**src/rtl/lirq_pkg.sv**
```systemverilog
package lirq_pkg;
  localparam int unsigned STS_W    = 8;
  localparam int unsigned BIT_DAV  = 0;
  localparam int unsigned BIT_SVL  = 1;
  localparam int unsigned BIT_LCH  = 2;
  localparam int unsigned BIT_CRDY = 7;
  localparam int unsigned BIT_GEN  = 31;

  localparam logic [31:0] POL_FIELD  = 32'h0000_0018;
  localparam logic [31:0] POL_LOWLVL = 32'h0000_0008;
  localparam logic [31:0] CAP_LOWLVL = 32'h0000_0010;

  localparam int unsigned OFF_EN  = 'h08;
  localparam int unsigned OFF_VEC = 'h0C;
  localparam int unsigned OFF_STS = 'h10;
  localparam int unsigned OFF_CAP = 'h14;

  function automatic logic [STS_W-1:0] sup_mask(input bit svl_en);
    logic [STS_W-1:0] m;
    m = '0;
    m[BIT_DAV]  = 1'b1;
    m[BIT_LCH]  = 1'b1;
    m[BIT_CRDY] = 1'b1;
    m[BIT_SVL]  = svl_en;
    return m;
  endfunction

  function automatic logic [31:0] en_mask(input bit svl_en);
    logic [31:0] m;
    m = POL_FIELD | {24'h0, sup_mask(svl_en)};
    m[BIT_GEN] = 1'b1;
    return m;
  endfunction
endpackage

```
**src/rtl/lirq_loc_regs.sv**
```systemverilog
module lirq_loc_regs
  import lirq_pkg::*;
#(
  parameter logic [STS_W-1:0] SUP   = 8'h87,
  parameter logic [31:0]      EMASK = 32'h8000_009F
) (
  input  logic             clk,
  input  logic             rst_n,
  input  logic             en_we,
  input  logic             sts_we,
  input  logic [31:0]      wdata,
  input  logic [STS_W-1:0] evt_bits,
  output logic [31:0]      en_q,
  output logic [STS_W-1:0] sts_q,
  output logic             hit,
  output logic             clr_zero
);
  logic [STS_W-1:0] qual;
  logic [STS_W-1:0] clr;
  logic [STS_W-1:0] sts_d;
  logic [31:0]      en_d;
  logic             en_ld;
  logic             sts_ld;

  always_comb begin
    qual     = en_q[BIT_GEN] ? (evt_bits & en_q[STS_W-1:0] & SUP) : '0;
    clr      = sts_we ? (wdata[STS_W-1:0] & SUP) : '0;
    sts_d    = (sts_q & ~clr) | qual;
    en_d     = wdata & EMASK;
    hit      = |qual;
    clr_zero = sts_we && (|clr) && (|(sts_q & SUP)) && (sts_d == '0);
    en_ld    = en_we;
    sts_ld   = sts_we || hit;
  end

  always_ff @(posedge clk or negedge rst_n) begin
    if (!rst_n) begin
      en_q  <= POL_LOWLVL;
      sts_q <= '0;
    end else begin
      if (en_ld)  en_q  <= en_d;
      if (sts_ld) sts_q <= sts_d;
    end
  end
endmodule

```
**src/rtl/lirq_line_ctl.sv**
```systemverilog
module lirq_line_ctl #(
  parameter int unsigned NUM_LOC = 5
) (
  input  logic               clk,
  input  logic               rst_n,
  input  logic [NUM_LOC-1:0] set_vec,
  input  logic [NUM_LOC-1:0] drop_vec,
  output logic               line_q
);
  logic line_d;
  logic line_ld;

  always_comb begin
    line_ld = (|set_vec) || (|drop_vec);
    line_d  = |set_vec;
  end

  always_ff @(posedge clk or negedge rst_n) begin
    if (!rst_n)       line_q <= 1'b0;
    else if (line_ld) line_q <= line_d;
  end
endmodule

```
**src/rtl/loc_irq_unit.sv**
```systemverilog
module loc_irq_unit
  import lirq_pkg::*;
#(
  parameter int unsigned NUM_LOC     = 5,
  parameter int unsigned LOC_W       = 3,
  parameter int unsigned OFF_W       = 12,
  parameter int unsigned LINE_NUM    = 11,
  parameter bit          STS_VALID_EN = 1'b1
) (
  input  logic             clk,
  input  logic             rst_n,
  input  logic             act_vld,
  input  logic [LOC_W-1:0] act_loc,
  input  logic             reg_wr,
  input  logic [LOC_W-1:0] reg_loc,
  input  logic [OFF_W-1:0] reg_off,
  input  logic [31:0]      reg_wdata,
  output logic [31:0]      reg_rdata,
  input  logic             arb_chg_vld,
  input  logic [LOC_W-1:0] arb_chg_loc,
  input  logic             eng_evt_vld,
  input  logic [LOC_W-1:0] eng_evt_loc,
  input  logic [STS_W-1:0] eng_evt_bits,
  output logic             irq_line
);
  localparam logic [STS_W-1:0] SUP   = sup_mask(STS_VALID_EN);
  localparam logic [31:0]      EMASK = en_mask(STS_VALID_EN);
  localparam logic [31:0]      CAP   = CAP_LOWLVL | {24'h0, SUP};
  localparam logic [31:0]      VEC   = 32'(LINE_NUM & 4'hF);
  localparam logic [OFF_W-1:0] A_EN  = OFF_W'(OFF_EN);
  localparam logic [OFF_W-1:0] A_VEC = OFF_W'(OFF_VEC);
  localparam logic [OFF_W-1:0] A_STS = OFF_W'(OFF_STS);
  localparam logic [OFF_W-1:0] A_CAP = OFF_W'(OFF_CAP);

  // reset synchronizer: asynchronous assert, synchronous release
  logic [1:0] rs_q;
  logic       rst_i_n;
  always_ff @(posedge clk or negedge rst_n) begin
    if (!rst_n) rs_q <= 2'b00;
    else        rs_q <= {rs_q[0], 1'b1};
  end
  assign rst_i_n = rs_q[1];

  logic                     wr_ok;
  logic [NUM_LOC-1:0]       hit_vec;
  logic [NUM_LOC-1:0]       clr_zero_vec;
  logic [NUM_LOC*32-1:0]    en_flat;
  logic [NUM_LOC*STS_W-1:0] sts_flat;

  assign wr_ok = reg_wr && act_vld && (act_loc == reg_loc);

  for (genvar l = 0; l < NUM_LOC; l++) begin : g_loc
    logic             en_we;
    logic             sts_we;
    logic [STS_W-1:0] evt;
    always_comb begin
      en_we  = wr_ok && (reg_loc == LOC_W'(l)) && (reg_off == A_EN);
      sts_we = wr_ok && (reg_loc == LOC_W'(l)) && (reg_off == A_STS);
      evt    = '0;
      if (arb_chg_vld && arb_chg_loc == LOC_W'(l)) evt[BIT_LCH] = 1'b1;
      if (eng_evt_vld && eng_evt_loc == LOC_W'(l)) evt = evt | eng_evt_bits;
    end
    lirq_loc_regs #(.SUP(SUP), .EMASK(EMASK)) u_regs (
      .clk      (clk),
      .rst_n    (rst_i_n),
      .en_we    (en_we),
      .sts_we   (sts_we),
      .wdata    (reg_wdata),
      .evt_bits (evt),
      .en_q     (en_flat[l*32 +: 32]),
      .sts_q    (sts_flat[l*STS_W +: STS_W]),
      .hit      (hit_vec[l]),
      .clr_zero (clr_zero_vec[l])
    );
  end

  lirq_line_ctl #(.NUM_LOC(NUM_LOC)) u_line (
    .clk      (clk),
    .rst_n    (rst_i_n),
    .set_vec  (hit_vec),
    .drop_vec (clr_zero_vec),
    .line_q   (irq_line)
  );

  logic [31:0]      en_sel;
  logic [STS_W-1:0] sts_sel;
  always_comb begin
    en_sel  = '0;
    sts_sel = '0;
    for (int l = 0; l < NUM_LOC; l++) begin
      if (reg_loc == LOC_W'(l)) begin
        en_sel  = en_flat[l*32 +: 32];
        sts_sel = sts_flat[l*STS_W +: STS_W];
      end
    end
    case (reg_off)
      A_EN:    reg_rdata = en_sel;
      A_STS:   reg_rdata = {{(32-STS_W){1'b0}}, sts_sel};
      A_VEC:   reg_rdata = VEC;
      A_CAP:   reg_rdata = CAP;
      default: reg_rdata = '0;
    endcase
  end
endmodule

```
**config.mk**
```make
export PLATFORM = sky130hd
export DESIGN_NAME = loc_irq_unit
export DESIGN_NICKNAME = d
export VERILOG_FILES = /design/src/rtl/lirq_pkg.sv /design/src/rtl/lirq_loc_regs.sv /design/src/rtl/lirq_line_ctl.sv /design/src/rtl/loc_irq_unit.sv
export SDC_FILE = /design/constraint.sdc
export NUM_CORES = 1
export LEC_CHECK = 0
export ABC_AREA = 1
export BUFFER_PORTS_ARGS = -buffer_cell sky130_fd_sc_hd__buf_4
export CORE_MARGIN = 2
export CORE_UTILIZATION = 47
export CTS_CLUSTER_SIZE = 24
export DETAILED_ROUTE_END_ITERATION = 8
export PLACE_DENSITY_LB_ADDON = 0.15
export SETUP_SLACK_MARGIN = 0.1
export SLEW_MARGIN = 5
export SYNTH_ARGS = -nofsm -noshare
export SYNTH_HDL_FRONTEND = slang
export SYNTH_SLANG_ARGS = --single-unit
```
**constraint.sdc**
```tcl
create_clock -name clk -period 1.6 [get_ports clk]
set_input_delay 0.16 -clock clk [delete_from_list [all_inputs] [get_ports clk]]
set_output_delay 0.16 -clock clk [all_outputs]
set_load 0.03 [all_outputs]
```
==> results of run 1 <==
[stage by stage]
step | instances | util | cell area, um2
2_1_floorplan | 508 | - | 3680
3_3_place_gp | 663 | 0.589 | 4270
3_5_place_dp | 663 | 0.589 | 4270
4_1_cts | 698 | 0.672 | 4870
5_1_grt | 705 | 0.702 | 5090
6_report | 705 | 0.702 | 5090
[layout by cell type, fill, tap and decap left out, types with 5 or more instances in the layout]
master    netlist  final
nand2_1       141    130
buf_4          25     92
dfrtp_1        53     50
inv_1          37     35
nand3_1        37     31
nor2_1         43     31
o21ai_0        30     26
conb_1          2     26
buf_6           0     22
o21ai_1        17     19
nand4_1        18     18
nor2_4          2     13
clkbuf_8        0     10
nand2_2         0      9
nor2_2          6      7
inv_2           7      6
nand3_2         1      5
o41ai_1         5      5
dfstp_2         5      5
[worst max-delay path: cells and delay by family (launching register included)]
family	cells	cell delay, ns
AOI/OAI and AO/OA	3	0.64
DFF	1	0.40
buffers and inverters	1	0.15
and+or+nand+nor	1	0.12
[layout make-up]
cell class / instances / area [um2] / share of cell area
multi-input combinational: 369 / 2100 / 0.413
sequential: 58 / 1460 / 0.287
timing repair buffer: 119 / 1010 / 0.199
inverter: 44 / 173 / 0.0339
clock buffer: 11 / 141 / 0.0278
tap: 99 / 124 / 0.0243
clock inverter: 5 / 77.6 / 0.0152
[sequential cells by signal, summed over array words and instances, names as in the netlist]
name,flops
g_loc.u_regs.sts_q,20
rs_q,2
g_loc.u_regs.en_q,35
u_line.line_q,1
[cells by family (layout without fill, tap and decap cells)]
group	count (synthesis)	after routing	share of synthesized area
compound gates	79	79	0.138
buf+inv	81	179	0.114
flops	58	58	0.416
other cells	2	26	0.00214
simple gates	264	264	0.330
[routing by layer]
| layer | global-route usage | share of wire |
|---|---|---|
| met4 | 0.140 | 0.042 |
| met2 | 0.490 | 0.48 |
| met1 | 0.372 | 0.41 |
| met3 | 0.0643 | 0.067 |
| met5 | 0 | 0 |
[power groups by stage]
stage | Combinational, uW | Clock [uW] | Sequential, uW
2_1_floorplan | 231 | 0 | 1520
3_3_place_gp | 391 | 0 | 1510
3_5_place_dp | 396 | 0 | 1510
4_1_cts | 444 | 1540 | 1480
5_1_grt | 509 | 1620 | 1480
6_report | 479 | 1540 | 1480
[repair_timing]
item / CTS / global route
buffers inserted: 18 / 8
setup endpoints to repair: 8 / 42
gates resized for setup: 60 / 41
hold buffers: 1 / 0
hold endpoints to repair: 2 / 0
pin swaps: 31 / 30
[worst max-delay path by stage]
stage	slack, ns	start	cells past startpoint	to
5_1_grt	-0.27	g_loc[3].u_regs.sts_q[2]$_DFFE_PN0P_	5	reg_rdata[2]
2_1_floorplan	0.11	reg_off[11]	8	reg_rdata[0]
3_3_place_gp	-0.24	reg_loc[2]	15	u_line.line_q$_DFFE_PN0P_
3_5_place_dp	-0.24	reg_off[1]	15	u_line.line_q$_DFFE_PN0P_
4_1_cts	-0.22	g_loc[3].u_regs.sts_q[2]$_DFFE_PN0P_	5	reg_rdata[2]
6_report	-0.21	g_loc[3].u_regs.sts_q[2]$_DFFE_PN0P_	5	reg_rdata[2]
==> results_dict.tcl, run 1 <==
set metrics [dict create \
    start_util 0.483 \
    drt_iter0_markers 345 \
    area_delta_synth_final_pct 45.2 \
    crit_top_cell "o211ai_1" \
    grt_pass1_vias 3797 \
    cts_tree "yes" \
    synth_common_cells "nand2_1, dfrtp_1, nor2_1" \
    arrival_ns 1.65 \
    violations "negative setup slack" \
    drt_pass1_iterations 5 \
    die_area_mm2 0.00817 \
    antenna_cells 0 \
    synth_cell_types 36 \
    hold_viol_final 0 \
    num_vias 3894 \
    path_class "flip-flop to output pin" \
    antenna_found_initial 0 \
    yosysTopAreaCellShare 0.378 \
    hold_ws_ns 0.131 \
    finalCritPeriodShare 1.13 \
    nNetsFinal 671 \
    setup_slack_ns -0.205 \
    htreeDepth 3 \
    io_pins 103 \
    outcome "finished with violations" \
    power.total_uw 3490 \
    fin_tns_setup_ns -0.491 \
    synth_edf_count 0 \
    core_region_area_mm2 0.00725 \
    yosysWarnings 0 \
    dp_hpwl_mm 8.48 \
    swShare 0.267 \
    fp.dieW_um 90.4 \
    clock_skew_ns 0.00613 \
    hp-class "primary input to async pin" \
    cts_buffer_depth 2 \
    synthCells 484 \
    cts.sinks 58 \
    clk_latency_ns 0.34 \
    critPathCaptureType "output pin" \
    worstPathMaxFanout 2 \
    slowest_delay_ns 0.40 \
    rsz0062_at_grt "yes" \
    ys_ff_latch 58 \
    cts-buffers-inserted 9 \
    crit_required_ns 1.44 \
    power_frac_seq 0.423 \
    max_freq_mhz 554 \
    row_count 31 \
    wirelength_mm 12.2 \
    drive_gt1_frac 0.353 \
    synthTopCellsByArea "dfrtp_1, nand2_1, buf_4, nand3_1, nor2_1" \
    path_cells "a221oi_2 -> o211ai_1 -> o211ai_1 -> nand3_1 -> buf_6" \
    synth_ff_type "dfrtp_1" \
    maxCapViolCount 0 \
    track_usage 0.297 \
    p_switching_uw 934 \
    min_period_ns 1.81 \
    p_leak_uw 0.00245 \
    grt_pass1_wl_mm 19.0 \
    drv_slew 0 \
    grt_max_degree 40 \
    vias_per_cell 5.52 \
    peakVddDrop_uv 653 \
    r2r.worst_path.cells 11 \
    intPower_uw 2560 \
    finalSetupViolations 5 \
    rr_startpoint "g_loc[3].u_regs.en_q[31]$_DFFE_PN0P_" \
    cp_slowest_cell "dfrtp_1" \
    reg2reg_slack_ns 0.08 \
    gp_congestion 0.930 \
    grt-ovfl-total 0 \
    wl_per_cell_um 17.4 \
    drtAntennaViolNets 0 \
    power_frac_comb 0.137 \
    dieHeight_um 90.4 \
    synth_area_mm2 0.00351 \
    root_buffer "clkbuf_8" \
    pwr_density_cell_mw_per_mm2 686 \
    synth_top_cell_by_area "dfrtp_1" \
    yosysSeqAreaShare 0.416 \
    drc 0 \
    worstReg2RegEnd "u_line.line_q$_DFFE_PN0P_" \
    p_clk_frac 0.440 \
    fill_cells 564 \
    yosysMostFrequentCell "nand2_1" \
    port_buffers 48 \
    cp-start-kind "flip-flop" \
    syn-mean-instance-area_um2 7.24 \
    post-place-ws_ns -0.241 \
    path_clk_slew_ns 0.07 \
    async_reset_ff_frac 1.00 \
]
Power figures use the tool's default switching activity.
==> run 2, diff against run 1 <==
- CORE_UTILIZATION: 47 -> 50
- clock period: 1.6 -> 2.1 ns (I/O delays scaled with it)
==> results_dict.tcl, run 2 (synthesis gave the netlist of run 1 again) <==
set metrics [dict create \
    fp.dieW_um 87.7 \
    most-common-layout-cells "nand2_1, buf_4, dfrtp_1" \
    grt_use_met2 0.450 \
    port_buffers 48 \
    worstReg2RegEnd "u_line.line_q$_DFFE_PN0P_" \
    path_class "flip-flop to output pin" \
    clk_latency_ns 0.34 \
    final_area_mm2 0.00429 \
    num_vias 3628 \
    track_usage 0.298 \
    arrival_ns 1.70 \
    gp_congestion 1.01 \
    path_clk_slew_ns 0.07 \
    htreeDepth 3 \
    drv_slew 0 \
    die_area_mm2 0.00770 \
    r2r.worst_path.cells 11 \
    worstPathMaxFanout 3 \
    crit_family "compound AO/OA/AOI/OAI gates" \
    p_leak_uw 0.00210 \
    drive_gt1_frac 0.200 \
    maxCapViolCount 0 \
    power_frac_comb 0.101 \
    core_region_area_mm2 0.00679 \
    ff_latch_area_mm2 0.00146 \
    postCtsSetupBuffers 0 \
    power.total_uw 2700 \
    power_frac_seq 0.418 \
    p_switching_uw 695 \
    min_period_ns 1.91 \
    area_delta_synth_final_pct 22.2 \
    row_count 30 \
    top_usage_layer "met2" \
    fill_cells 633 \
    crit_start "g_loc[3].u_regs.sts_q[2]$_DFFE_PN0P_" \
    grt_pass1_wl_mm 17.1 \
    cp-start-kind "flip-flop" \
    placedInstanceArea_mm2 0.00401 \
    drt_iter0_markers 311 \
    crit_top_cell "o211ai_1" \
    slowest_delay_ns 0.42 \
    nNetsFinal 620 \
    grt-ovfl-total 0 \
    io_pins 103 \
    rr_startpoint "g_loc[3].u_regs.en_q[31]$_DFFE_PN0P_" \
    cts_tree "yes" \
    dieHeight_um 87.7 \
    maxSlewHeadroom 0.592 \
    vias_per_cell 5.57 \
    drc 0 \
    cts-buffers-inserted 9 \
    cp_slowest_cell "dfrtp_1" \
    largest-register "g_loc.u_regs.en_q" \
    grt_max_degree 32 \
    largest_register_ffs 35 \
    intPower_uw 2000 \
    hp-class "primary input to async pin" \
    root_buffer "clkbuf_8" \
    critPathCaptureType "output pin" \
    cts_buffer_depth 2 \
    rsz0062_at_grt "yes" \
    final_common_cell "nand2_1" \
    finalCritPeriodShare 0.907 \
    use_met1 0.423 \
    wl_per_cell_um 16.5 \
    cts.sinks 58 \
    multi_input_comb_area_mm2 0.00175 \
    max_freq_mhz 525 \
    outcome "completed" \
    wirelength_mm 10.7 \
    use_met3 0.0415 \
    antenna_cells 0 \
    fin_util 0.631 \
    clock_skew_ns 0.00836 \
    start_util 0.516 \
    reg2reg_slack_ns 0.54 \
    finalSetupViolations 0 \
    dp_hpwl_mm 8.19 \
    peakVddDrop_uv 641 \
    reg_top3 "g_loc.u_regs.en_q (35), g_loc.u_regs.sts_q (20), rs_q (2)" \
    tightestPinTransition_ns 0.612 \
    fin_tns_setup_ns 0 \
    swShare 0.258 \
    path_cells "a221oi_2 -> o211ai_1 -> o211ai_1 -> nand3_1 -> buf_4" \
    drtAntennaViolNets 0 \
    crit_required_ns 1.89 \
    p_clk_frac 0.480 \
    dp_cells 634 \
    antenna_found_initial 0 \
    drt_pass1_iterations 5 \
    timing.critical_path.buf_inv 1 \
    hold_viol_final 0 \
    instances_no_fill 651 \
    pwr_density_cell_mw_per_mm2 630 \
    grt_pass1_vias 3432 \
]
==> run 2: cell count changes in the layout (fill, tap and decap cells not counted), sizes merged <==
cell / previous run / this run
clkinv: 2 / 3
clkbuf: 11 / 9
bufinv: 2 / 3
buf: 118 / 67
clkinvlp: 1 / 0
inv: 44 / 45
==> run 2: repair_timing <==
item                                    CTS  global route
hold buffers                              1             0
resized for setup                         0             4
endpoints found under the hold margin     2             0
endpoints found under the setup margin    0             4
==> run 2: layout make-up <==
type                       count  share of cell area
tap                           96              0.0280
clock buffer                   9              0.0289
sequential                    58               0.340
timing repair buffer          68               0.126
multi-input combinational    369               0.409
inverter                      44              0.0385
clock inverter                 7              0.0292
==> run 2: worst max path at each step <==
stage / depth (start not counted) / end
floorplan: 6 / reg_rdata[31]
finish: 5 / reg_rdata[2]
CTS: 11 / reg_rdata[7]
detailed placement: 15 / u_line.line_q$_DFFE_PN0P_
global placement: 15 / u_line.line_q$_DFFE_PN0P_
global route: 10 / reg_rdata[1]
==> run 2: stage by stage <==
stage | hold WS (ns) | setup WS, ns
2_1_floorplan | -0.0856 | 0.130
3_3_place_gp | -0.00770 | 0.117
3_5_place_dp | -0.00537 | 0.0957
4_1_cts | 0.164 | 0.136
5_1_grt | 0.172 | 0.0490
6_report | 0.170 | 0.195
==> run 2: power by group through the flow <==
stage | sequential (uW) | combinational, uW | clock, uW
after detailed placement | 1150 | 267 | 0
after floorplan | 1160 | 170 | 0
after CTS | 1130 | 269 | 1300
final | 1130 | 274 | 1300
after global placement | 1150 | 264 | 0
after global routing | 1130 | 297 | 1360
==> run 2: layer usage <==
layer / share of wire / vias to the layer above
li1: - / 1718
met1: 0.43 / 1677
met2: 0.45 / 191
met3: 0.081 / 42
met4: 0.041 / 0
met5: 0 / -
==> run 2: worst register-to-register path, stage by stage, from the launching register on <==
cell and delay (ns):
dfrtp_1 0.47, nand2_1 0.08, nor4_1 0.19, buf_4 0.18, nand3_1 0.12, nand2_1 0.12, nor2_1 0.05, nand3_1 0.07
nand2_1 0.05, nor2_1 0.08, nand2_1 0.05, nand2_1 0.05
==> run 3, diff against run 2 <==
- CTS_BUF_LIST: default -> sky130_fd_sc_hd__clkbuf_8
- MAX_ROUTING_LAYER: default -> met4
==> results_dict.tcl, run 3 (synthesis gave the netlist of run 1 again) <==
set metrics [dict create \
    most-common-layout-cells "nand2_1, buf_4, dfrtp_1" \
    maxSlewHeadroom 0.536 \
    grt_pass1_wl_mm 17.3 \
    antenna_found_initial 0 \
    dp_hpwl_mm 8.13 \
    power.total_uw 2580 \
    max_freq_mhz 530 \
    critPathCaptureType "output pin" \
    arrival_ns 1.68 \
    min_period_ns 1.89 \
    die_area_mm2 0.00770 \
    hp-class "primary input to async pin" \
    rsz0062_at_grt "no" \
    postCtsSetupBuffers 0 \
    outcome "completed" \
    dp_cells 634 \
    cts.sinks 58 \
    drc 0 \
    gp_congestion 0.963 \
    drt_iter0_markers 305 \
    drtAntennaViolNets 0 \
    instances_no_fill 651 \
    p_leak_uw 0.00209 \
    row_count 30 \
    tightestPinTransition_ns 0.696 \
    largest-register "g_loc.u_regs.en_q" \
    track_usage 0.305 \
    vias_per_cell 5.54 \
    clk_latency_ns 0.34 \
    grt_pass1_vias 3427 \
    drt_pass1_iterations 8 \
    wirelength_mm 10.5 \
    io_pins 103 \
    pwr_density_cell_mw_per_mm2 609 \
    path_class "flip-flop to output pin" \
    crit_end "reg_rdata[2]" \
    finalCritPeriodShare 0.899 \
    cts-buffers-inserted 9 \
    finalSetupViolations 0 \
    start_util 0.516 \
    antenna_cells 0 \
    core_region_area_mm2 0.00679 \
    cp-start-kind "flip-flop" \
    grt-ovfl-total 0 \
    cts_tree "yes" \
    crit_start "g_loc[3].u_regs.sts_q[2]$_DFFE_PN0P_" \
    drv_slew 0 \
    worstReg2RegEnd "u_line.line_q$_DFFE_PN0P_" \
    path_clk_slew_ns 0.07 \
    clock_skew_ns 0.00496 \
    reg_top3 "g_loc.u_regs.en_q (35), g_loc.u_regs.sts_q (20), rs_q (2)" \
    reg2reg_slack_ns 0.56 \
    r2r.worst_path.cells 7 \
    root_buffer "clkbuf_8" \
    final_common_cell "nand2_1" \
    crit_required_ns 1.89 \
    hold_viol_final 0 \
    peakVddDrop_uv 685 \
    fin_tns_setup_ns 0 \
    fp.dieW_um 87.7 \
    grt_max_degree 57 \
    num_vias 3607 \
    maxCapViolCount 0 \
    drive_gt1_frac 0.198 \
    port_buffers 48 \
    worstPathMaxFanout 3 \
    cts_buffer_depth 2 \
    htreeDepth 3 \
    dieHeight_um 87.7 \
    fin_util 0.624 \
    area_delta_synth_final_pct 20.9 \
    rr_startpoint "g_loc[0].u_regs.en_q[31]$_DFFE_PN0P_" \
    largest_register_ffs 35 \
    hold_ws_ns 0.181 \
    wl_per_cell_um 16.2 \
    nNetsFinal 620 \
]
[run 3: what timing repair did]
action                                 4_1_cts  5_1_grt
hold buffers                                 1        0
endpoints found under the hold margin        2        0
resized for setup                            0        4
setup endpoints to repair                    0        4
[run 3: worst min-delay path by stage]
stage                     start           endpoint  slack (ns)
final                     rst_n  rs_q[1]$_DFF_PN0_        0.18
after global routing      rst_n  rs_q[1]$_DFF_PN0_        0.17
after CTS                 rst_n  rs_q[1]$_DFF_PN0_        0.18
after detailed placement  rst_n  rs_q[0]$_DFF_PN0_      -0.006
after global placement    rst_n  rs_q[0]$_DFF_PN0_      -0.008
after floorplan           rst_n  rs_q[0]$_DFF_PN0_       -0.09
[run 3: routing by layer]
metal / GRT usage / wire length (um) / vias to the layer above
met2: 0.457 / 4770 / 181
met1: 0.420 / 4630 / 1680
met4: 0.102 / 323 / 0
li1: - / - / 1715
met5: - / 0 / -
met3: 0.0518 / 818 / 31
[run 3: cell type report]
cell class / instances / area (um2)
Multi-Input combinational cell: 369 / 1750
Fill cell: 636 / 2550
Clock inverter: 5 / 77.6
Inverter: 44 / 165
Clock buffer: 11 / 151
Tap cell: 96 / 120
Sequential cell: 58 / 1460
Timing Repair Buffer: 68 / 513
[run 3: where the power goes]
group          total, uW  switching, uW  internal (uW)
clock               1190            460            729
combinational        275            194           82.0
sequential          1120          0.489           1120
total               2580            654           1930
[run 3: stage by stage]
step / area (um2) / setup slack, ns
after floorplan: 3600 / 0.130
after global placement: 3990 / 0.167
after detailed placement: 3990 / 0.152
after CTS: 4230 / 0.156
after global routing: 4240 / 0.123
final: 4240 / 0.212
[run 3: worst max-delay path, stage by stage, from the launching register on]
cell      delay [ns]
dfrtp_1         0.42
a221oi_2        0.30
o211ai_1        0.20
o211ai_1        0.14
nand3_1         0.10
buf_4           0.18
